==> src/rtl/bp_pkg.sv <==
package bp_pkg;
  localparam int unsigned BP_STW = 8;
  localparam logic [BP_STW-1:0] BP_ST_OK       = 8'd0;
  localparam logic [BP_STW-1:0] BP_ST_NO_ROOM  = 8'd142;
  localparam logic [BP_STW-1:0] BP_ST_NO_SUCH  = 8'd145;

  typedef enum logic [3:0] {
    K_EQ   = 4'd0,
    K_GT   = 4'd1,
    K_GE   = 4'd2,
    K_LT   = 4'd3,
    K_LE   = 4'd4,
    K_IN   = 4'd5,
    K_OUT  = 4'd6,
    K_MASK = 4'd7
  } bp_kind_e;
endpackage

==> src/rtl/bp_lowest.sv <==
module bp_lowest #(
  parameter int unsigned N  = 4,
  parameter int unsigned IW = 2
) (
  input  logic [N-1:0]  req,
  output logic          found,
  output logic [IW-1:0] idx
);
  always_comb begin
    found = 1'b0;
    idx   = '0;
    for (int i = N - 1; i >= 0; i--) begin
      if (req[i]) begin
        found = 1'b1;
        idx   = IW'(i);
      end
    end
  end
endmodule

==> src/rtl/bp_cmp.sv <==
module bp_cmp
  import bp_pkg::*;
#(
  parameter int unsigned AW = 32
) (
  input  logic [3:0]    kind,
  input  logic [AW-1:0] base,
  input  logic [AW-1:0] bound,
  input  logic [AW-1:0] pc,
  output logic          hit
);
  logic in_rng;

  always_comb begin
    in_rng = (pc >= base) && (pc <= bound);
    case (kind)
      K_EQ:    hit = (pc == base);
      K_GT:    hit = (pc > base);
      K_GE:    hit = (pc >= base);
      K_LT:    hit = (pc < base);
      K_LE:    hit = (pc <= base);
      K_IN:    hit = in_rng;
      K_OUT:   hit = !in_rng;
      K_MASK:  hit = ((pc & bound) == base);
      default: hit = 1'b0;
    endcase
  end
endmodule

==> src/rtl/bp_bank.sv <==
module bp_bank
  import bp_pkg::*;
#(
  parameter int unsigned NUM_SLOTS = 4,
  parameter int unsigned AW        = 32,
  localparam int unsigned HW       = (NUM_SLOTS > 1) ? $clog2(NUM_SLOTS) : 1
) (
  input  logic              clk,
  input  logic              rst_n,
  input  logic              cmd_valid,
  input  logic              cmd_clear,
  input  logic              cmd_dry,
  input  logic [AW-1:0]     cmd_addr,
  input  logic [AW-1:0]     cmd_bound,
  input  logic [3:0]        cmd_kind,
  input  logic              cmd_cond,
  input  logic [HW-1:0]     cmd_handle,
  output logic              rsp_valid,
  output logic [BP_STW-1:0] rsp_status,
  output logic [HW-1:0]     rsp_handle,
  input  logic              ins_valid,
  input  logic [AW-1:0]     ins_pc,
  input  logic              ins_executed,
  output logic              halt_req,
  output logic [HW-1:0]     halt_handle
);
  // slot storage
  logic [NUM_SLOTS-1:0] slot_vld_q, slot_vld_d;
  logic [AW-1:0]        slot_lo_q   [NUM_SLOTS];
  logic [AW-1:0]        slot_hi_q   [NUM_SLOTS];
  logic [3:0]           slot_kind_q [NUM_SLOTS];
  logic [NUM_SLOTS-1:0] slot_cond_q;

  logic [NUM_SLOTS-1:0] free_vec, same_vec, cmp_vec, hit_vec, free_after;
  logic                 free_any, same_any, hit_any;
  logic [HW-1:0]        free_idx, same_idx, hit_idx;

  logic                 wr_en;
  logic [HW-1:0]        wr_idx;
  logic [BP_STW-1:0]    st_d;
  logic [HW-1:0]        hd_d;

  // per-slot comparators and qualification
  for (genvar g = 0; g < NUM_SLOTS; g++) begin : g_slot
    bp_cmp #(.AW(AW)) i_cmp (
      .kind  (slot_kind_q[g]),
      .base  (slot_lo_q[g]),
      .bound (slot_hi_q[g]),
      .pc    (ins_pc),
      .hit   (cmp_vec[g])
    );
    assign free_vec[g] = !slot_vld_q[g];
    assign same_vec[g] = slot_vld_q[g] && (slot_lo_q[g] == cmd_addr);
    assign hit_vec[g]  = ins_valid && slot_vld_q[g] && cmp_vec[g] &&
                         (!slot_cond_q[g] || ins_executed);
  end

  bp_lowest #(.N(NUM_SLOTS), .IW(HW)) i_pick_free (
    .req(free_vec), .found(free_any), .idx(free_idx));
  bp_lowest #(.N(NUM_SLOTS), .IW(HW)) i_pick_same (
    .req(same_vec), .found(same_any), .idx(same_idx));
  bp_lowest #(.N(NUM_SLOTS), .IW(HW)) i_pick_hit (
    .req(hit_vec), .found(hit_any), .idx(hit_idx));

  // command decode, next state
  always_comb begin
    slot_vld_d = slot_vld_q;
    wr_en      = 1'b0;
    wr_idx     = '0;
    st_d       = BP_ST_OK;
    hd_d       = '0;
    free_after = free_vec;
    if (cmd_valid) begin
      if (cmd_clear) begin
        hd_d = cmd_handle;
        if (({1'b0, cmd_handle} < (HW+1)'(NUM_SLOTS)) && slot_vld_q[cmd_handle]) begin
          slot_vld_d[cmd_handle] = 1'b0;
        end else begin
          st_d = BP_ST_NO_SUCH;
        end
      end else if (cmd_dry) begin
        hd_d = free_idx;
        st_d = free_any ? BP_ST_OK : BP_ST_NO_ROOM;
      end else if (same_any || free_any) begin
        wr_en  = 1'b1;
        wr_idx = same_any ? same_idx : free_idx;
        hd_d   = wr_idx;
        slot_vld_d[wr_idx] = 1'b1;
        free_after[wr_idx] = 1'b0;
        st_d   = (|free_after) ? BP_ST_OK : BP_ST_NO_ROOM;
      end else begin
        st_d = BP_ST_NO_ROOM;
      end
    end
  end

  // control registers
  always_ff @(posedge clk or negedge rst_n) begin
    if (!rst_n) begin
      slot_vld_q  <= '0;
      rsp_valid   <= 1'b0;
      rsp_status  <= '0;
      rsp_handle  <= '0;
      halt_req    <= 1'b0;
      halt_handle <= '0;
    end else begin
      slot_vld_q <= slot_vld_d;
      rsp_valid  <= cmd_valid;
      if (cmd_valid) begin
        rsp_status <= st_d;
        rsp_handle <= hd_d;
      end
      halt_req <= hit_any;
      if (hit_any) begin
        halt_handle <= hit_idx;
      end
    end
  end

  // slot payload, write-enabled, no reset needed
  always_ff @(posedge clk) begin
    if (wr_en) begin
      slot_lo_q[wr_idx]   <= cmd_addr;
      slot_hi_q[wr_idx]   <= cmd_bound;
      slot_kind_q[wr_idx] <= cmd_kind;
      slot_cond_q[wr_idx] <= cmd_cond;
    end
  end
endmodule

==> config.mk <==
export PLATFORM = sky130hd
export DESIGN_NAME = bp_bank
export DESIGN_NICKNAME = d
export VERILOG_FILES = /design/src/rtl/bp_pkg.sv /design/src/rtl/bp_lowest.sv /design/src/rtl/bp_cmp.sv /design/src/rtl/bp_bank.sv
export SDC_FILE = /design/constraint.sdc
export NUM_CORES = 1
export LEC_CHECK = 0
export CAP_MARGIN = 40
export CORE_MARGIN = 2
export CORE_UTILIZATION = 60
export DETAILED_ROUTE_END_ITERATION = 12
export GPL_TIMING_DRIVEN = 0
export PLACE_DENSITY = 0.8
export SLEW_MARGIN = 20
export SYNTH_ARGS = -nofsm -noshare
export SYNTH_HDL_FRONTEND = slang
export SYNTH_HIERARCHICAL = 1
export SYNTH_SLANG_ARGS = --single-unit
==> constraint.sdc <==
create_clock -name clk -period 7.1 [get_ports clk]
set_clock_uncertainty 0.2 [all_clocks]
set_input_delay 1.065 -clock clk [delete_from_list [all_inputs] [get_ports clk]]
set_output_delay 1.065 -clock clk [all_outputs]
set_load 0.05 [all_outputs]
# After elaboration in Yosys (flattened, before gate mapping)
# Memories as Yosys holds them, arrays and structs flattened.
# Cells that the tools add are included.
# op_classes
magnitude_cmp	26
n_eq_ne	42
muxes	60
bitwise	9
n_reduce_logical	47
# op_table
op	count
$eq A32 B32 Y1	12
$le A32 B32 Y1	8
$and A32 B32 Y32	4
$ge A32 B32 Y1	4
$gt A32 B32 Y1	4
$lt A32 B32 Y1	4
$eq A4 B3 Y1 const B	16
$mux W8	6
$mux W2	19
$eq A4 B2 Y1 const B	8
$pmux W1 S8	4
$logic_and A1 B1 Y1	23
$mux W1	22
$eq A4 B1 Y1 const B	4
$logic_not A4 Y1	4
$mux W4	4
$logic_not A1 Y1	12
$lt A2 B3 Y1 const B	3
$and A4 B4 Y4	2
$not A4 Y4	2
$demux W1 S2	3
$ge A2 B1 Y1 const B	3
$logic_or A1 B1 Y1	5
$bwmux W4	1
other kinds (7)	7
# totals
reg_bits	22
ramBits	272
inputBits	110
output_inout_bits	14
wordCells	194
memories	3
# memory_table
memory	words	width	rd	rd_clocked_by_memory_dff	wr	line_no	text
slot_hi_q	4	32	4	0	1	bp_bank.sv:30	logic [AW-1:0] slot_hi_q [NUM_SLOTS];
slot_lo_q	4	32	4	0	1	bp_bank.sv:29	logic [AW-1:0] slot_lo_q [NUM_SLOTS];
slot_kind_q	4	4	4	0	1	bp_bank.sv:31	logic [3:0] slot_kind_q [NUM_SLOTS];

# Logic depth before layout (Yosys ltp)
# logic_depth
ltp_word	18
ltp_mapped	15
mapped_depth_nobuf	15

# By module
# Netlist, hierarchy kept.
# by_module_without_submodules
mod	n_inst	cells_per_inst	area_per_inst_um2	seq_area_each_um2
bp_bank	1	543	10531.4	8613.3
bp_cmp	4	313	2452.4	0.0
bp_lowest	3	7	35.0	0.0

# Worst setup path before layout
# Ideal clock, no wire load.
# synth_path
path_type	input to register
startpoint	in cmd_addr[30]
endpoint	reg slot_vld_q[1]
setup_time_ps	78
arrival_ps	6225
t_required_ps	6822
path_slack_ps	597
stages	10
n_path_buf	1
path_cell_list	xor2_1 -> nor4_1 -> nand4_1 -> nor3_1 -> nor2_1 -> nand2_1 -> buf_6 -> o21bai_4 -> a21oi_1 -> o32a_1
# synth_between
word_cells_on_any_way	29
classes_between	2 x order compare; 4 x eq/ne; 14 x mux; 1 x bitwise; 8 x reduce/logical
# synth_rtl
element	line_no	text
from (decl)	bp_bank.sv:13	input logic [AW-1:0] cmd_addr,
$eq A32 B32 Y1 *	bp_bank.sv:53	assign same_vec[g] = slot_vld_q[g] && (slot_lo_q[g] == cmd_addr);
$logic_and A1 B1 Y1 *	bp_bank.sv:53	
net same_vec[0]	bp_bank.sv:34	logic [NUM_SLOTS-1:0] free_vec, same_vec, cmp_vec, hit_vec, free_after;
$mux W1 *	bp_lowest.sv:13	if (req[i]) begin
net same_any	bp_bank.sv:35	logic free_any, same_any, hit_any;
$mux W2	bp_bank.sv:86	wr_idx = same_any ? same_idx : free_idx;
$lt A2 B3 Y1 (not written as such) / $ge A2 B1 Y1 (equally long branches)	bp_bank.sv:88	slot_vld_d[wr_idx] = 1'b1;
$logic_and A1 B1 Y1 (not written as such)	bp_bank.sv:88	
$mux W1 (not written as such)	bp_bank.sv:88	
$demux W1 S2	bp_bank.sv:88	
$or A4 B4 Y4 (no source line)	n/a	
$mux W4	bp_bank.sv:84	end else if (same_any || free_any) begin
$mux W4	bp_bank.sv:81	end else if (cmd_dry) begin
$mux W4	bp_bank.sv:74	if (cmd_clear) begin
to (signal assigned)	bp_bank.sv:107	slot_vld_q <= slot_vld_d;
to (decl)	bp_bank.sv:28	logic [NUM_SLOTS-1:0] slot_vld_q, slot_vld_d;
# Mark *: on every way through the listed nets, which the timed path passes. The rest lies on a longest branch. The select of a mux whose other input is x is not followed.
# A chain may end at the register's enable or synchronous reset.

# Final worst setup path
# layout_path
startpoint	in ins_pc[15]
endpoint	reg halt_handle[0]
# layout_between
elab_chain_len	10
word_cells_on_any_way	60
classes_between	20 x order compare; 8 x eq/ne; 12 x mux; 4 x bitwise; 16 x reduce/logical
# layout_lines
element	line_no	text
from (decl)	bp_bank.sv:22	input logic [AW-1:0] ins_pc,
$ge A32 B32 Y1 / $le A32 B32 Y1 (equally long branches)	bp_cmp.sv:15, bp_cmp.sv:19	
$logic_and A1 B1 Y1	bp_cmp.sv:15	in_rng = (pc >= base) && (pc <= bound);
$logic_not A1 Y1	bp_cmp.sv:23	K_OUT: hit = !in_rng;
$pmux W1 S8 *	bp_cmp.sv:16	case (kind)
net cmp_vec[3]	bp_bank.sv:34	
$logic_and A1 B1 Y1 * (2 in a row)	bp_bank.sv:54	assign hit_vec[g] = ins_valid && slot_vld_q[g] && cmp_vec[g] &&
net hit_vec[3]	bp_bank.sv:34	
$mux W1 * (4 in a row)	bp_lowest.sv:13	
net hit_any	bp_bank.sv:35	
to (signal assigned)	bp_bank.sv:115	halt_handle <= hit_idx;
to (decl)	bp_bank.sv:25	output logic [HW-1:0] halt_handle
# Mark *: on every way through the listed nets, which the timed path passes. The rest lies on a longest branch.

==> run_results.csv <==
group,metric,value,unit
run_status,outcome,"finished, final reports clean",
synth,yosys_warnings,6,
synth,syn_area_per_cell,11.3,µm²
worst_hold_path,hold_path.class,"register to register",
synth,synth_fa_ha_area_share,23.5,%
floorplanning,design.core.area,33500,µm²
floorplanning,start_util,61.0,%
placement,dpl-instance-area,22800,µm²
clocking,cts.clk_slew.worst_paths,0.06,ns
clocking,cts.sink_count,289,
job,max_cap_viol_count,0,
synth,netlist-cell-type-count,53,
pwr,power.density,202,nW/µm²
sta,final-setup-viol-count,0,
synth,synth_enable_flop_cells,276,
synth,synth-compound-area-share,7.95,%
synth,netlist.area_leader.share,40.5,%
sta,final_period_minus_worst_setup_slack,5.74,ns
sta,unrepaired_setup_endpoints_after_global_routing,"no",
clocking,postCtsSetupRepairBufs,0,
floorplanning,floorplan.die.height,189,µm
global_routing,gr-usage-all-layers,37.5,%
clocking,clk_path_buf_depth,3,
sta,holdWs,0.299,ns
synth,post-synth-top-area-cell,"sky130_fd_sc_hd__edfxtp_1",
clocking,cts_made_buffers,34,
sta,max_freq,174,MHz
layout,design.final.nets,2492,
floorplanning,die_outline_width,189,µm
clocking,cts-resized-gates,0,
placement,gp_congestion,1.01,
critical_path,path_class,"input port to register",
synth,synth.area.mux_share,0.612,%
detailed_routing,detailedRoute.firstPassIterationCount,6,
detailed_routing,detail-route-antenna-nets,0,
detailed_routing,routed-via-count,15300,
floorplanning,num_rows,67,
sta,fin_hold_viols,0,
synth,synthCells,1816,
critical_path,setup.worst_path.start_class,"input port",
global_routing,antenna_violations_before_repair,2,
synth,syn_area,20400,µm²
synth,synth-simple-area-share,9.69,%
detailed_routing,route.final.wire_length,66.7,mm
global_routing,grt_pass1_vias,14900,
critical_path,critical_path.cell_chain,"clkdlybuf4s50_1 > ha_1 > nand4_1 > nor3_1 > a21boi_0 > o41ai_2 > o311ai_0 > a22oi_1 > mux2i_1 > o31ai_1 > nand3_1 > a21oi_1 > nor2_1 > nand2_1 > mux2_2",
layout,drive_above_1_share,5.09,%
clocking,clock_tree.root_cell,"sky130_fd_sc_hd__clkbuf_16",
placement,buffer_ports.inserted,121,
detailed_routing,routed_wl_met2,29.3,mm
sta,slew_at_the_pin_closest_to_its_max_slew_limit,1.00,ns
synth,synth_seq_cells,289,
sta,finalMaxSlewViolations,0,
detailed_routing,vias_per_cell,6.18,
detailed_routing,wl_met3,6.10,mm
pwr,cellLeakagePower,10.2,nW
clocking,cts_tree,"done",
critical_path,worstPathRequired,7.30,ns
floorplanning,pin_count,124,
global_routing,sum_of_overflow_across_all_layers_after_global_routing,0,
clocking,cts_hold_buffers,0,
detailed_routing,topRoutingLayerUsed,"met5",
clocking,htreeDepth,2,
global_routing,grt_pass1_wl,95.7,mm
clocking,worst_skew_pair.late_latency,0.53,ns
pwr,fin_total_pwr,4.82,mW
critical_path,timing.critical_path.slowest_cell_delay,0.80,ns
detailed_routing,wl_met1,27.2,mm
layout,area_delta_synth_final,16.9,%
synth,synth_top_family_by_area,"adder cells",
detailed_routing,dr.first_iter.drc_count,1604,
synth,synth-seq-area-share,42.1,%
layout,antennaDiodeCount,0,
floorplanning,floorplan.die_area,35600,µm²
global_routing,grt_max_degree,21,
layout,finish.instance_area,23900,µm²
synth,synth_area_leaders,"sky130_fd_sc_hd__edfxtp_1, sky130_fd_sc_hd__ha_1, sky130_fd_sc_hd__xor2_1",
pwr,irDropWorstVdd,0.219,mV
critical_path,cp.arrival,5.95,ns
sta,finalCritPeriodShare,80.9,%
detailed_routing,remaining_drc_errors,0,
critical_path,worstSetupEndpointType,"register",
layout,final_core_utilization,71.3,%
synth,synthFlopType,"sky130_fd_sc_hd__edfxtp_1",
detailed_routing,post_drt_wl_per_cell,27.0,µm
critical_path,crit_path_max_fanout,12,
sta,relSlewSlack,32.7,%
placement,dpl.hpwl,53.6,mm
synth,synth-xor-area-share,11.0,%
synth,postSynth.asyncResetShare,4.50,%
critical_path,critical-path-slowest-cell,"sky130_fd_sc_hd__clkdlybuf4s50_1",
## through the flow
stage / setup TNS [ns] / setup slack [ns] / std cells
4_1_cts: 0 / 1.54 / 2468
5_1_grt: 0 / 1.33 / 2470
3_3_place_gp: -1051.29 / -4.26 / 2386
3_5_place_dp: 0 / 1.03 / 2408
2_1_floorplan: 0 / 0.597 / 1817
6_report: 0 / 1.36 / 2470
## synth_stat cells, types with 21 or more instances
cell type,instances
sky130_fd_sc_hd__xnor2_1,116
sky130_fd_sc_hd__nand3_1,64
sky130_fd_sc_hd__nor2_1,21
sky130_fd_sc_hd__nor4_1,40
sky130_fd_sc_hd__nor3_1,31
sky130_fd_sc_hd__a21oi_1,105
sky130_fd_sc_hd__nand4_1,80
sky130_fd_sc_hd__a21o_1,26
sky130_fd_sc_hd__o21ai_0,26
sky130_fd_sc_hd__xor2_1,140
sky130_fd_sc_hd__inv_1,266
sky130_fd_sc_hd__nand2_1,54
sky130_fd_sc_hd__edfxtp_1,276
sky130_fd_sc_hd__ha_1,384
## area by class of cell
| class | instances | area, µm² |
|---|---|---|
| Multi-Input combinational cell | 1255 | 10900 |
| Fill cell | 2457 | 9620 |
| Sequential cell | 289 | 8610 |
| Timing Repair Buffer | 145 | 1690 |
| Inverter | 266 | 998 |
| Clock buffer | 45 | 976 |
| Tap cell | 448 | 561 |
| Clock inverter | 15 | 151 |
| Buffer | 7 | 52.6 |
## flip-flops by register name (all words and copies together) (netlist names)
register,flops
slot_lo_q,128
slot_vld_q,4
rsp_status,3
rsp_handle,2
rsp_valid,1
slot_cond_q,4
slot_kind_q,16
slot_hi_q,128
halt_req,1
halt_handle,2
## kinds of logic (layout without fill, tap and decap cells)
family / count (synthesis) / in the layout
mux: 11 / 11
buf+inv: 273 / 478
xor+xnor: 256 / 256
other cells: 1 / 2
simple gates: 352 / 352
fa+ha+maj: 384 / 384
flops: 289 / 289
compound gates: 250 / 250
## worst max-delay path, delay by kind of cell
family,cells,cell delay (ns)
muxes,2,0.46
and+or+nand+nor,5,0.69
buffers and inverters,1,0.80
adders and majority gates,1,0.51
AOI/OAI and AO/OA,6,2.43
## metal layers
metal	track usage [%]	vias up
met5	0	-
met2	58.2	806
met1	50.5	7355
met4	20.0	2
li1	-	6935
met3	6.56	171
## placed cells by master, fill, tap and decap left out, types with 31 or more instances in the layout
cell	Yosys	final
sky130_fd_sc_hd__nand3_1	64	64
sky130_fd_sc_hd__nor3_1	31	31
sky130_fd_sc_hd__nor4_1	40	35
sky130_fd_sc_hd__inv_1	266	266
sky130_fd_sc_hd__xor2_1	140	140
sky130_fd_sc_hd__nand2_1	54	54
sky130_fd_sc_hd__xnor2_1	116	116
sky130_fd_sc_hd__ha_1	384	384
sky130_fd_sc_hd__clkbuf_16	0	37
sky130_fd_sc_hd__a21oi_1	105	102
sky130_fd_sc_hd__nand4_1	80	80
sky130_fd_sc_hd__edfxtp_1	276	276
sky130_fd_sc_hd__clkdlybuf4s50_1	0	121
## where the power goes
part | internal [mW] | total (mW) | switching [mW]
Combinational | 0.365 | 0.954 | 0.589
Clock | 1.08 | 1.79 | 0.719
Sequential | 1.98 | 2.07 | 0.0910
## worst paths after layout
kind,startpoint,endpoint,cells after the start,slack (ns)
worst max-delay path,ins_pc[15],halt_handle[0]$_DFFE_PN0P_,15,1.36
worst min-delay path,rsp_handle[0]$_DFFE_PN0P_,rsp_handle[0]$_DFFE_PN0P_,2,0.30
worst max register to register,slot_hi_q[3][13]$_DFFE_PP_,halt_handle[0]$_DFFE_PN0P_,15,2.42
worst min register to register,rsp_handle[0]$_DFFE_PN0P_,rsp_handle[0]$_DFFE_PN0P_,2,0.30
max in group asynchronous,rst_n,slot_vld_q[3]$_DFFE_PN0P_,1,5.56
min in group asynchronous,rst_n,rsp_status[3]$_DFFE_PN0P_,1,0.74
Note: power is estimated with default switching activity, not from simulation.
